$ cat config.mk
export PLATFORM = sky130hd
export DESIGN_NAME = ctr_access_port
export DESIGN_NICKNAME = d
export VERILOG_FILES = /design/src/rtl/ctr_access_pkg.sv /design/src/rtl/ctr_write_shaper.sv /design/src/rtl/ctr_read_path.sv /design/src/rtl/ctr_access_port.sv
export SDC_FILE = /design/constraint.sdc
export NUM_CORES = 1
export LEC_CHECK = 0
export BUFFER_PORTS_ARGS = -buffer_cell sky130_fd_sc_hd__clkbuf_2
export CORE_AREA = 2 2 105 107
export CTS_CLUSTER_SIZE = 24
export DETAILED_ROUTE_END_ITERATION = 8
export DIE_AREA = 0 0 107 109
export GPL_ROUTABILITY_DRIVEN = 0
export SYNTH_ARGS = -nofsm -noshare
export SYNTH_HDL_FRONTEND = slang
export SYNTH_SLANG_ARGS = --single-unit
$ cat constraint.sdc
create_clock -name clk -period 1.75 [get_ports clk]
set_input_delay 0.35 -clock clk [delete_from_list [all_inputs] [get_ports clk]]
set_output_delay 0.35 -clock clk [all_outputs]
set_load 0.02 [all_outputs]
$ cat src/rtl/ctr_access_pkg.sv
package ctr_access_pkg;

  typedef enum logic [1:0] {
    OP_READ      = 2'b00,
    OP_WR_NARROW = 2'b01,
    OP_WR_WIDE   = 2'b10,
    OP_WR_FIXED  = 2'b11
  } acc_op_e;

  localparam int IDX_FAST_BIT  = 31;
  localparam int IDX_GROUP_BIT = 30;
  localparam int IDX_NUM_W     = 30;
  localparam int BUS_W         = 64;

endpackage

$ cat src/rtl/ctr_write_shaper.sv
module ctr_write_shaper
  import ctr_access_pkg::*;
#(
  parameter int CTR_W = 48,
  parameter int FIX_W = 40,
  parameter int N_GP  = 4,
  parameter int N_FX  = 3,
  parameter int WIDE  = 48,
  parameter int SELW  = 2
) (
  input  logic              valid,
  input  logic [1:0]        op,
  input  logic [31:0]       index,
  input  logic [BUS_W-1:0]  wdata,
  output logic              we,
  output logic              fix,
  output logic [SELW-1:0]   sel,
  output logic [WIDE-1:0]   data,
  output logic              fault
);

  localparam logic [BUS_W-1:0] GP_MASK = (64'h1 << CTR_W) - 64'h1;
  localparam logic [BUS_W-1:0] FX_MASK = (64'h1 << FIX_W) - 64'h1;
  localparam logic [31:0]      GP_CNT  = 32'(N_GP);
  localparam logic [31:0]      FX_CNT  = 32'(N_FX);

  logic             is_wr;
  logic             range_ok;
  logic             too_wide;
  logic [BUS_W-1:0] sext;
  logic [BUS_W-1:0] shaped;

  assign is_wr    = valid && (op != OP_READ);
  assign fix      = (op == OP_WR_FIXED);
  assign range_ok = fix ? (index < FX_CNT) : (index < GP_CNT);
  // any set bit outside the implemented width rejects a wide write
  assign too_wide = (op == OP_WR_WIDE) && ((wdata & ~GP_MASK) != '0);
  assign sext     = {{32{wdata[31]}}, wdata[31:0]};

  always_comb begin
    unique case (op)
      OP_WR_NARROW: shaped = sext & GP_MASK;
      OP_WR_WIDE:   shaped = wdata & GP_MASK;
      OP_WR_FIXED:  shaped = wdata & FX_MASK;
      default:      shaped = '0;
    endcase
  end

  assign fault = is_wr && (!range_ok || too_wide);
  assign we    = is_wr && !fault;
  assign sel   = index[SELW-1:0];
  assign data  = shaped[WIDE-1:0];

endmodule

$ cat src/rtl/ctr_read_path.sv
module ctr_read_path
  import ctr_access_pkg::*;
#(
  parameter int CTR_W = 48,
  parameter int FIX_W = 40,
  parameter int N_GP  = 4,
  parameter int N_FX  = 3,
  parameter int WIDE  = 48,
  parameter int SELW  = 2
) (
  input  logic              valid,
  input  logic [1:0]        op,
  input  logic [31:0]       index,
  input  logic [WIDE-1:0]   st_rdata,
  output logic              rfix,
  output logic [SELW-1:0]   rsel,
  output logic              is_rd,
  output logic              fault,
  output logic [BUS_W-1:0]  data
);

  localparam logic [BUS_W-1:0]     GP_MASK = (64'h1 << CTR_W) - 64'h1;
  localparam logic [BUS_W-1:0]     FX_MASK = (64'h1 << FIX_W) - 64'h1;
  localparam logic [IDX_NUM_W-1:0] GP_CNT  = IDX_NUM_W'(N_GP);
  localparam logic [IDX_NUM_W-1:0] FX_CNT  = IDX_NUM_W'(N_FX);

  logic                 fast;
  logic [IDX_NUM_W-1:0] num;
  logic                 exists;
  logic [BUS_W-1:0]     wide_val;
  logic [BUS_W-1:0]     raw;

  assign is_rd  = valid && (op == OP_READ);
  assign rfix   = index[IDX_GROUP_BIT];
  assign fast   = index[IDX_FAST_BIT];
  assign num    = index[IDX_NUM_W-1:0];
  assign exists = rfix ? (num < FX_CNT) : (num < GP_CNT);
  assign rsel   = num[SELW-1:0];
  assign fault  = is_rd && !exists;

  // widen storage data to the bus, then trim to the group width
  generate
    if (WIDE < BUS_W) begin : g_pad
      assign wide_val = {{(BUS_W-WIDE){1'b0}}, st_rdata};
    end else begin : g_full
      assign wide_val = st_rdata;
    end
  endgenerate

  assign raw = wide_val & (rfix ? FX_MASK : GP_MASK);

  always_comb begin
    if (!is_rd || fault)  data = '0;
    else if (fast)        data = {32'h0, raw[31:0]};
    else                  data = raw;
  end

endmodule

$ cat src/rtl/ctr_access_port.sv
module ctr_access_port
  import ctr_access_pkg::*;
#(
  parameter int CTR_W = 48,
  parameter int FIX_W = 40,
  parameter int N_GP  = 4,
  parameter int N_FX  = 3,
  parameter int WIDE  = (CTR_W > FIX_W) ? CTR_W : FIX_W,
  parameter int SELW  = ($clog2((N_GP > N_FX) ? N_GP : N_FX) < 1) ? 1
                       : $clog2((N_GP > N_FX) ? N_GP : N_FX)
) (
  input  logic             clk,
  input  logic             rst_n,
  input  logic             req_valid,
  input  logic [1:0]       req_op,
  input  logic [31:0]      req_index,
  input  logic [63:0]      req_wdata,
  output logic             st_we,
  output logic             st_fix,
  output logic [SELW-1:0]  st_sel,
  output logic [WIDE-1:0]  st_wdata,
  output logic             st_rfix,
  output logic [SELW-1:0]  st_rsel,
  input  logic [WIDE-1:0]  st_rdata,
  output logic             rsp_valid,
  output logic             rsp_fault,
  output logic [63:0]      rsp_rdata
);

  logic             wr_fault;
  logic             rd_fault;
  logic             rd_sel;
  logic [BUS_W-1:0] rd_data;

  ctr_write_shaper #(
    .CTR_W(CTR_W), .FIX_W(FIX_W), .N_GP(N_GP), .N_FX(N_FX),
    .WIDE(WIDE), .SELW(SELW)
  ) u_wr (
    .valid (req_valid),
    .op    (req_op),
    .index (req_index),
    .wdata (req_wdata),
    .we    (st_we),
    .fix   (st_fix),
    .sel   (st_sel),
    .data  (st_wdata),
    .fault (wr_fault)
  );

  ctr_read_path #(
    .CTR_W(CTR_W), .FIX_W(FIX_W), .N_GP(N_GP), .N_FX(N_FX),
    .WIDE(WIDE), .SELW(SELW)
  ) u_rd (
    .valid    (req_valid),
    .op       (req_op),
    .index    (req_index),
    .st_rdata (st_rdata),
    .rfix     (st_rfix),
    .rsel     (st_rsel),
    .is_rd    (rd_sel),
    .fault    (rd_fault),
    .data     (rd_data)
  );

  // next-state
  logic             vld_d;
  logic             flt_d;
  logic [BUS_W-1:0] dat_d;
  logic             dat_en;

  always_comb begin
    vld_d  = req_valid;
    flt_d  = wr_fault || rd_fault;
    dat_en = req_valid;
    dat_d  = rd_sel ? rd_data : '0;
  end

  // registers
  always_ff @(posedge clk or negedge rst_n) begin
    if (!rst_n) begin
      rsp_valid <= 1'b0;
      rsp_fault <= 1'b0;
    end else begin
      rsp_valid <= vld_d;
      rsp_fault <= flt_d;
    end
  end

  always_ff @(posedge clk or negedge rst_n) begin
    if (!rst_n)      rsp_rdata <= '0;
    else if (dat_en) rsp_rdata <= dat_d;
  end

endmodule

## Yosys cells after proc, flatten, opt, wreduce, memory -nomap -nowiden

Cells that the tools add are included.

- Add/subtract/negate cells: 0
- $mul: 0
- Divide/modulo/power cells: 0
- Order comparisons: 4
- Eq/ne operators: 3
- Shift operators: 0
- Mux-type cells: 7
- Bitwise logic cells: 1
- Reductions and logical operators: 16

Operators with widths:

| kind | count |
|---|---|
| 64-bit 2-to-1 mux | 3 |
| 48-bit case mux with 3 select lines | 1 |
| 48-bit by 64-bit AND with 64-bit output | 1 |
| 64-bit nonzero test | 1 |
| 48-bit 2-to-1 mux | 1 |
| 32-bit by 2-bit less-than comparator with 1-bit output, second input constant | 1 |
| 32-bit by 3-bit less-than comparator with 1-bit output, second input constant | 1 |
| 30-bit by 2-bit less-than comparator with 1-bit output, second input constant | 1 |
| 30-bit by 3-bit less-than comparator with 1-bit output, second input constant | 1 |
| 1-bit logical AND | 6 |
| 2-bit equality test, second input constant | 2 |
| 1-bit zero test | 4 |
| 1-bit logical OR | 3 |
| 2-bit by 1-bit equality test with 1-bit output, second input constant | 1 |
| 2-bit zero test | 1 |
| 1-bit 2-to-1 mux | 2 |
| 2-bit nonzero test | 1 |

- Register bits: 66
- Bits in latches: 0
- Bits in writable memories: 0
- Bits in read-only memories: 0
- Input port bits: 149
- Output and inout bits: 121
- Logic and storage cells: 34
- Memories: 0

## Depth between registers and ports, before layout

- Word-level depth: 7
- Gate-level depth with buffers: 5
- Gate-level depth less buffers: 4

## Cells and area by module

From an unflattened synthesis, not the netlist that was laid out.

- Cell total of the unflattened synthesis: 520
- Area, all modules: 4,060.1 um^2

By module, submodules not included:

| module | instances | cells each | area an instance (um^2) | sequential area each (um^2) |
|---|---|---|---|---|
| ctr_access_port | 1 | 280 | 2,715.1 | 1,651.6 |
| ctr_read_path | 1 | 144 | 805.8 | 0.0 |
| ctr_write_shaper | 1 | 96 | 539.3 | 0.0 |

## Least setup slack after synthesis

No wires, ideal clock.

- Path kind: in2out
- From: in req_valid
- To: out st_we
- Arrival time: 1,396 ps
- Data required time: 1,400 ps
- Slack: 4 ps
- Stages on the path: 3
- Buffers on the path: 0
- Path through: clkinv_1 nor3_1 and4b_1

- Word-level cells in the longest chain between the ends: 4

Ends and longest elaborated chain:

| what | line | text |
|---|---|---|
| from (decl) | ctr_access_port.sv:14 | `input logic req_valid,` |
| 1-bit logical AND (*) | ctr_write_shaper.sv:33 | `assign is_wr = valid && (op != OP_READ);` |
| 1-bit logical AND | ctr_write_shaper.sv:49 | `assign fault = is_wr && (!range_ok \|\| too_wide);` |
| 1-bit zero test | ctr_write_shaper.sv:50 | `assign we = is_wr && !fault;` |
| 1-bit logical AND (*) | ctr_write_shaper.sv:50 |  |
| to (decl) | ctr_access_port.sv:18 | `output logic st_we,` |

Every way passes the cells marked *; elsewhere a longest branch is shown, timed or not.

## Worst setup path after layout

- From: in req_index[23]
- To: out st_we

- Word-level cells in the longest chain between the ends: 7
- Elaborated cells on any way between the ends: 8
- Those cells by class: order compare (2); mux (1); reduce/logical (5)

Ends and longest elaborated chain:

| what | line | text |
|---|---|---|
| from (decl) | ctr_access_port.sv:16 | `input logic [31:0] req_index,` |
| 32-bit by 3-bit less-than comparator with 1-bit output or 32-bit by 2-bit less-than comparator with 1-bit output (tied branches) | ctr_write_shaper.sv:35 | `assign range_ok = fix ? (index < FX_CNT) : (index < GP_CNT);` |
| 1-bit 2-to-1 mux (*) | ctr_write_shaper.sv:35 |  |
| 1-bit zero test (*) | ctr_write_shaper.sv:49 |  |
| 1-bit logical OR (*) | ctr_write_shaper.sv:49 |  |
| 1-bit logical AND (*) | ctr_write_shaper.sv:49 |  |
| 1-bit zero test (*) | ctr_write_shaper.sv:50 |  |
| 1-bit logical AND (*) | ctr_write_shaper.sv:50 |  |

Marks and branches as above.

==> metrics.yaml <==
clock_sinks: 50
post_cts_hold_buffer_count: 0
report.power.total_w: 0.00258
rsz0062_at_grt: "true"
synth_enable_flop_cells: 0
power_frac_seq_pct: 44.8
postSynth.asyncResetShare_pct: 100
power.clock.fraction_pct: 32.0
synth.cell_area_um2: 2610
dp_hpwl_um: 7630
yosys-mux-area-fraction_pct: 0
num_rows: 38
holdCritPathClass: "primary input to asynchronous set/reset pin"
synth-main-ff-cell: "sky130_fd_sc_hd__dfrtp_1"
yosys-top-cells-area: "sky130_fd_sc_hd__dfrtp_1 (48%), sky130_fd_sc_hd__a22o_1 (13%), sky130_fd_sc_hd__nor2b_1 (7.9%)"
worst_ep_arrival_time_ns: 1.63
synth.top_cell.area_share_pct: 48.0
cellLeakagePower_nw: 2.44
number_of_global_route_vias_before_repair: 2624
num_antenna_cells: 0
synth_seq_area_share_pct: 48.0
cts_root_buf: "sky130_fd_sc_hd__clkbuf_8"
period_minus_slack_ns: 1.98
synth-compound-area-share_pct: 17.4
vdd_drop_max_v: 0.000349
path_max_fanout: 2
post-route-period-util_pct: 113
starting_utilization_of_the_core_area_pct: 24.6
multi_input_gate_area_in_the_final_layout_um2: 1210
combinationalPowerShare_pct: 23.2
num_vias: 2762
synth.avg_cell_area_um2: 11.2
synth_warnings: 0
clkLatencyLatePin_ns: 0.31
numCtsBuffers: 5
die_h_um: 109
power.density_cell_area_nw_per_um2: 611
pin_count_of_the_biggest_net_entering_global_routing: 51
fillers: 1040
postRouteWirelength_um: 9200
seq_cells_post_synth: 50
route.detailed.wl_per_inst_um: 14.5
slew_violations: 0
postcts_setup_bufs: 0
power.internal_w: 0.00183
tritoncts_clock_tree: "done"
drt_drc_violations_left: 0
syn-instance-count: 233
swShare_pct: 29.3
failed_checks: "negative setup slack"
io_buffers: 253
finalSetupTns_ns: -0.229
result_of_the_run: "finished, violations left"
synth_top_family_by_area: "simple AND/OR/NAND/NOR gates"
synth.distinct_cells: 26
maxCapViolations: 0
iteration_0_drc_count_of_the_detailed_router: 125
ctsLongestPathBuffers: 2
timing_worst_slew_pin_value_ns: 0.516
synth_area_leader_cell: "sky130_fd_sc_hd__dfrtp_1"
fin_ws_ns: -0.229
timing.critical_path.required_ns: 1.40
grt_overflow_total: 0
floorplan.die_area_um2: 11700
start_kind: "primary input"
synth_xor_area_share_pct: 0
fin_skew_ns: 0
placement.cell_area_um2: 4070
ff_latch_area_um2: 1250
ratio_of_routed_vias_to_standard_cells: 4.36
layout.cell_area.non_filler_um2: 4220
power_switching_w: 0.000756
hold_viol: 0
drt_first_pass_iters: 4
boundaryPins: 270
worst-setup-path-type: "primary input to output pin"
setup_violations: 1
count_of_h_tree_levels_built_during_cts: 2
synth_fa_ha_area_share_pct: 0.384
nets: 641
placeableCoreArea_um2: 10600
cts.clk_slew.worst_paths_ns: 0.09
synth-simple-area-share_pct: 25.1
nature_of_the_critical_path_endpoint: "output pin"
timing.max_slew.rel_slack_pct: 65.6
final_layout_size_suffix_gt1_share_pct: 60.4
max_freq_ghz: 0.505
gr-usage-all-layers_pct: 14.8
final_antenna_net_count: 0
die_w_um: 107
initial_antenna_violation_count: 0
layout-area-overhead-vs-synth_pct: 61.9
final_core_util_pct: 39.8
grt_pass1_wl_um: 13400
-- layout make-up --
| type | count | share of cell area, % |
|---|---|---|
| timing repair buffer | 272 | 34.8 |
| sequential | 50 | 29.6 |
| multi-input combinational | 162 | 28.7 |
| tap | 140 | 4.15 |
| clock buffer | 5 | 1.63 |
| clock inverter | 3 | 1.04 |
| inverter | 1 | 0.0889 |
-- cell usage in the layout (no fill, tap or decap) --
cell,instances
sky130_fd_sc_hd__a211oi_2,1
sky130_fd_sc_hd__a21oi_1,1
sky130_fd_sc_hd__a22o_1,40
sky130_fd_sc_hd__a32o_1,8
sky130_fd_sc_hd__and2_1,1
sky130_fd_sc_hd__and4b_1,1
sky130_fd_sc_hd__buf_12,4
sky130_fd_sc_hd__buf_4,15
sky130_fd_sc_hd__bufinv_16,1
sky130_fd_sc_hd__clkbuf_2,252
sky130_fd_sc_hd__clkbuf_8,6
sky130_fd_sc_hd__clkinv_1,1
sky130_fd_sc_hd__clkinv_2,1
sky130_fd_sc_hd__conb_1,16
sky130_fd_sc_hd__dfrtp_1,50
sky130_fd_sc_hd__inv_6,1
sky130_fd_sc_hd__maj3_1,1
sky130_fd_sc_hd__nand2_1,34
sky130_fd_sc_hd__nand3_1,3
sky130_fd_sc_hd__nand3b_1,1
sky130_fd_sc_hd__nand4_1,1
sky130_fd_sc_hd__nand4_4,2
sky130_fd_sc_hd__nor2_1,1
sky130_fd_sc_hd__nor2_2,1
sky130_fd_sc_hd__nor2_4,1
sky130_fd_sc_hd__nor2b_1,33
sky130_fd_sc_hd__nor3_1,1
sky130_fd_sc_hd__nor3_4,1
sky130_fd_sc_hd__nor4_2,4
sky130_fd_sc_hd__nor4_4,8
sky130_fd_sc_hd__o21ai_0,2
-- cell families after synthesis --
group           count (synthesis)
compound gates                 52
fa+ha+maj                       1
buf+inv                        36
flops                          50
other cells                     1
simple gates                   93
-- through the flow --
stage | hold WS [ns] | setup slack, ns | cells
2_1_floorplan | 0.0544 | 0.00382 | 248
3_3_place_gp | 0.362 | -0.348 | 625
3_5_place_dp | 0.365 | -0.354 | 625
4_1_cts | 0.0170 | -0.263 | 633
5_1_grt | 0.0224 | -0.370 | 633
6_report | 0.0138 | -0.229 | 633
-- Yosys cell counts, drive strengths merged (2+ instances only) --
master,count
dfrtp,50
a22o,40
nand2,34
nor2b,33
buf,24
nor4,12
clkbuf,11
a32o,8
nand3,3
nand4,3
nor2,3
nor3,2
o21ai,2
-- critical path, cell delays in order --
cell	delay, ns
sky130_fd_sc_hd__clkbuf_2	0.10
sky130_fd_sc_hd__nor4_4	0.32
sky130_fd_sc_hd__nand4_4	0.14
sky130_fd_sc_hd__a211oi_2	0.19
sky130_fd_sc_hd__buf_4	0.16
sky130_fd_sc_hd__and4b_1	0.21
sky130_fd_sc_hd__clkbuf_8	0.16
-- path summary, 6_finish.rpt --
| kind | startpoint | endpoint | slack, ns | depth (start not counted) |
|---|---|---|---|---|
| max | req_index[23] | st_we | -0.23 | 7 |
| min | rst_n | rsp_rdata[0] | 0.01 | 2 |
| max reg2reg | rsp_rdata[37] | rsp_rdata[37] | 1.00 | 1 |
| min reg2reg | rsp_rdata[42] | rsp_rdata[42] | 0.50 | 1 |
| max in group asynchronous | rst_n | rsp_fault | 1.51 | 2 |
| min in group clk | req_valid | rsp_valid | 0.19 | 1 |
-- what timing repair did --
action	4_1_cts	5_1_grt
pin swaps	3	1
gates resized for setup	4	4
endpoints found under the setup margin	1	6
-- metal layers --
metal	global-route usage (%)	part of all wire, %	vias up
li1	-	-	1318
met1	16.6	37	1280
met2	26.1	51	154
met3	4.60	9.5	10
met4	5.84	2.2	0
met5	0	0	-
-- power groups by stage --
stage | registers, W | clock network (W) | logic [W]
after CTS | 0.00116 | 0.000851 | 0.000604
after floorplan | 0.00118 | 0 | 0.000285
after detailed placement | 0.00118 | 0 | 0.000600
after global routing | 0.00116 | 0.000907 | 0.000651
after global placement | 0.00118 | 0 | 0.000595
final | 0.00116 | 0.000826 | 0.000599
-- registers in the layout, summed over array words and instances (netlist names) --
name       cells
rsp_fault      1
rsp_valid      1
rsp_rdata     48
Power figures use the tool's default switching activity.
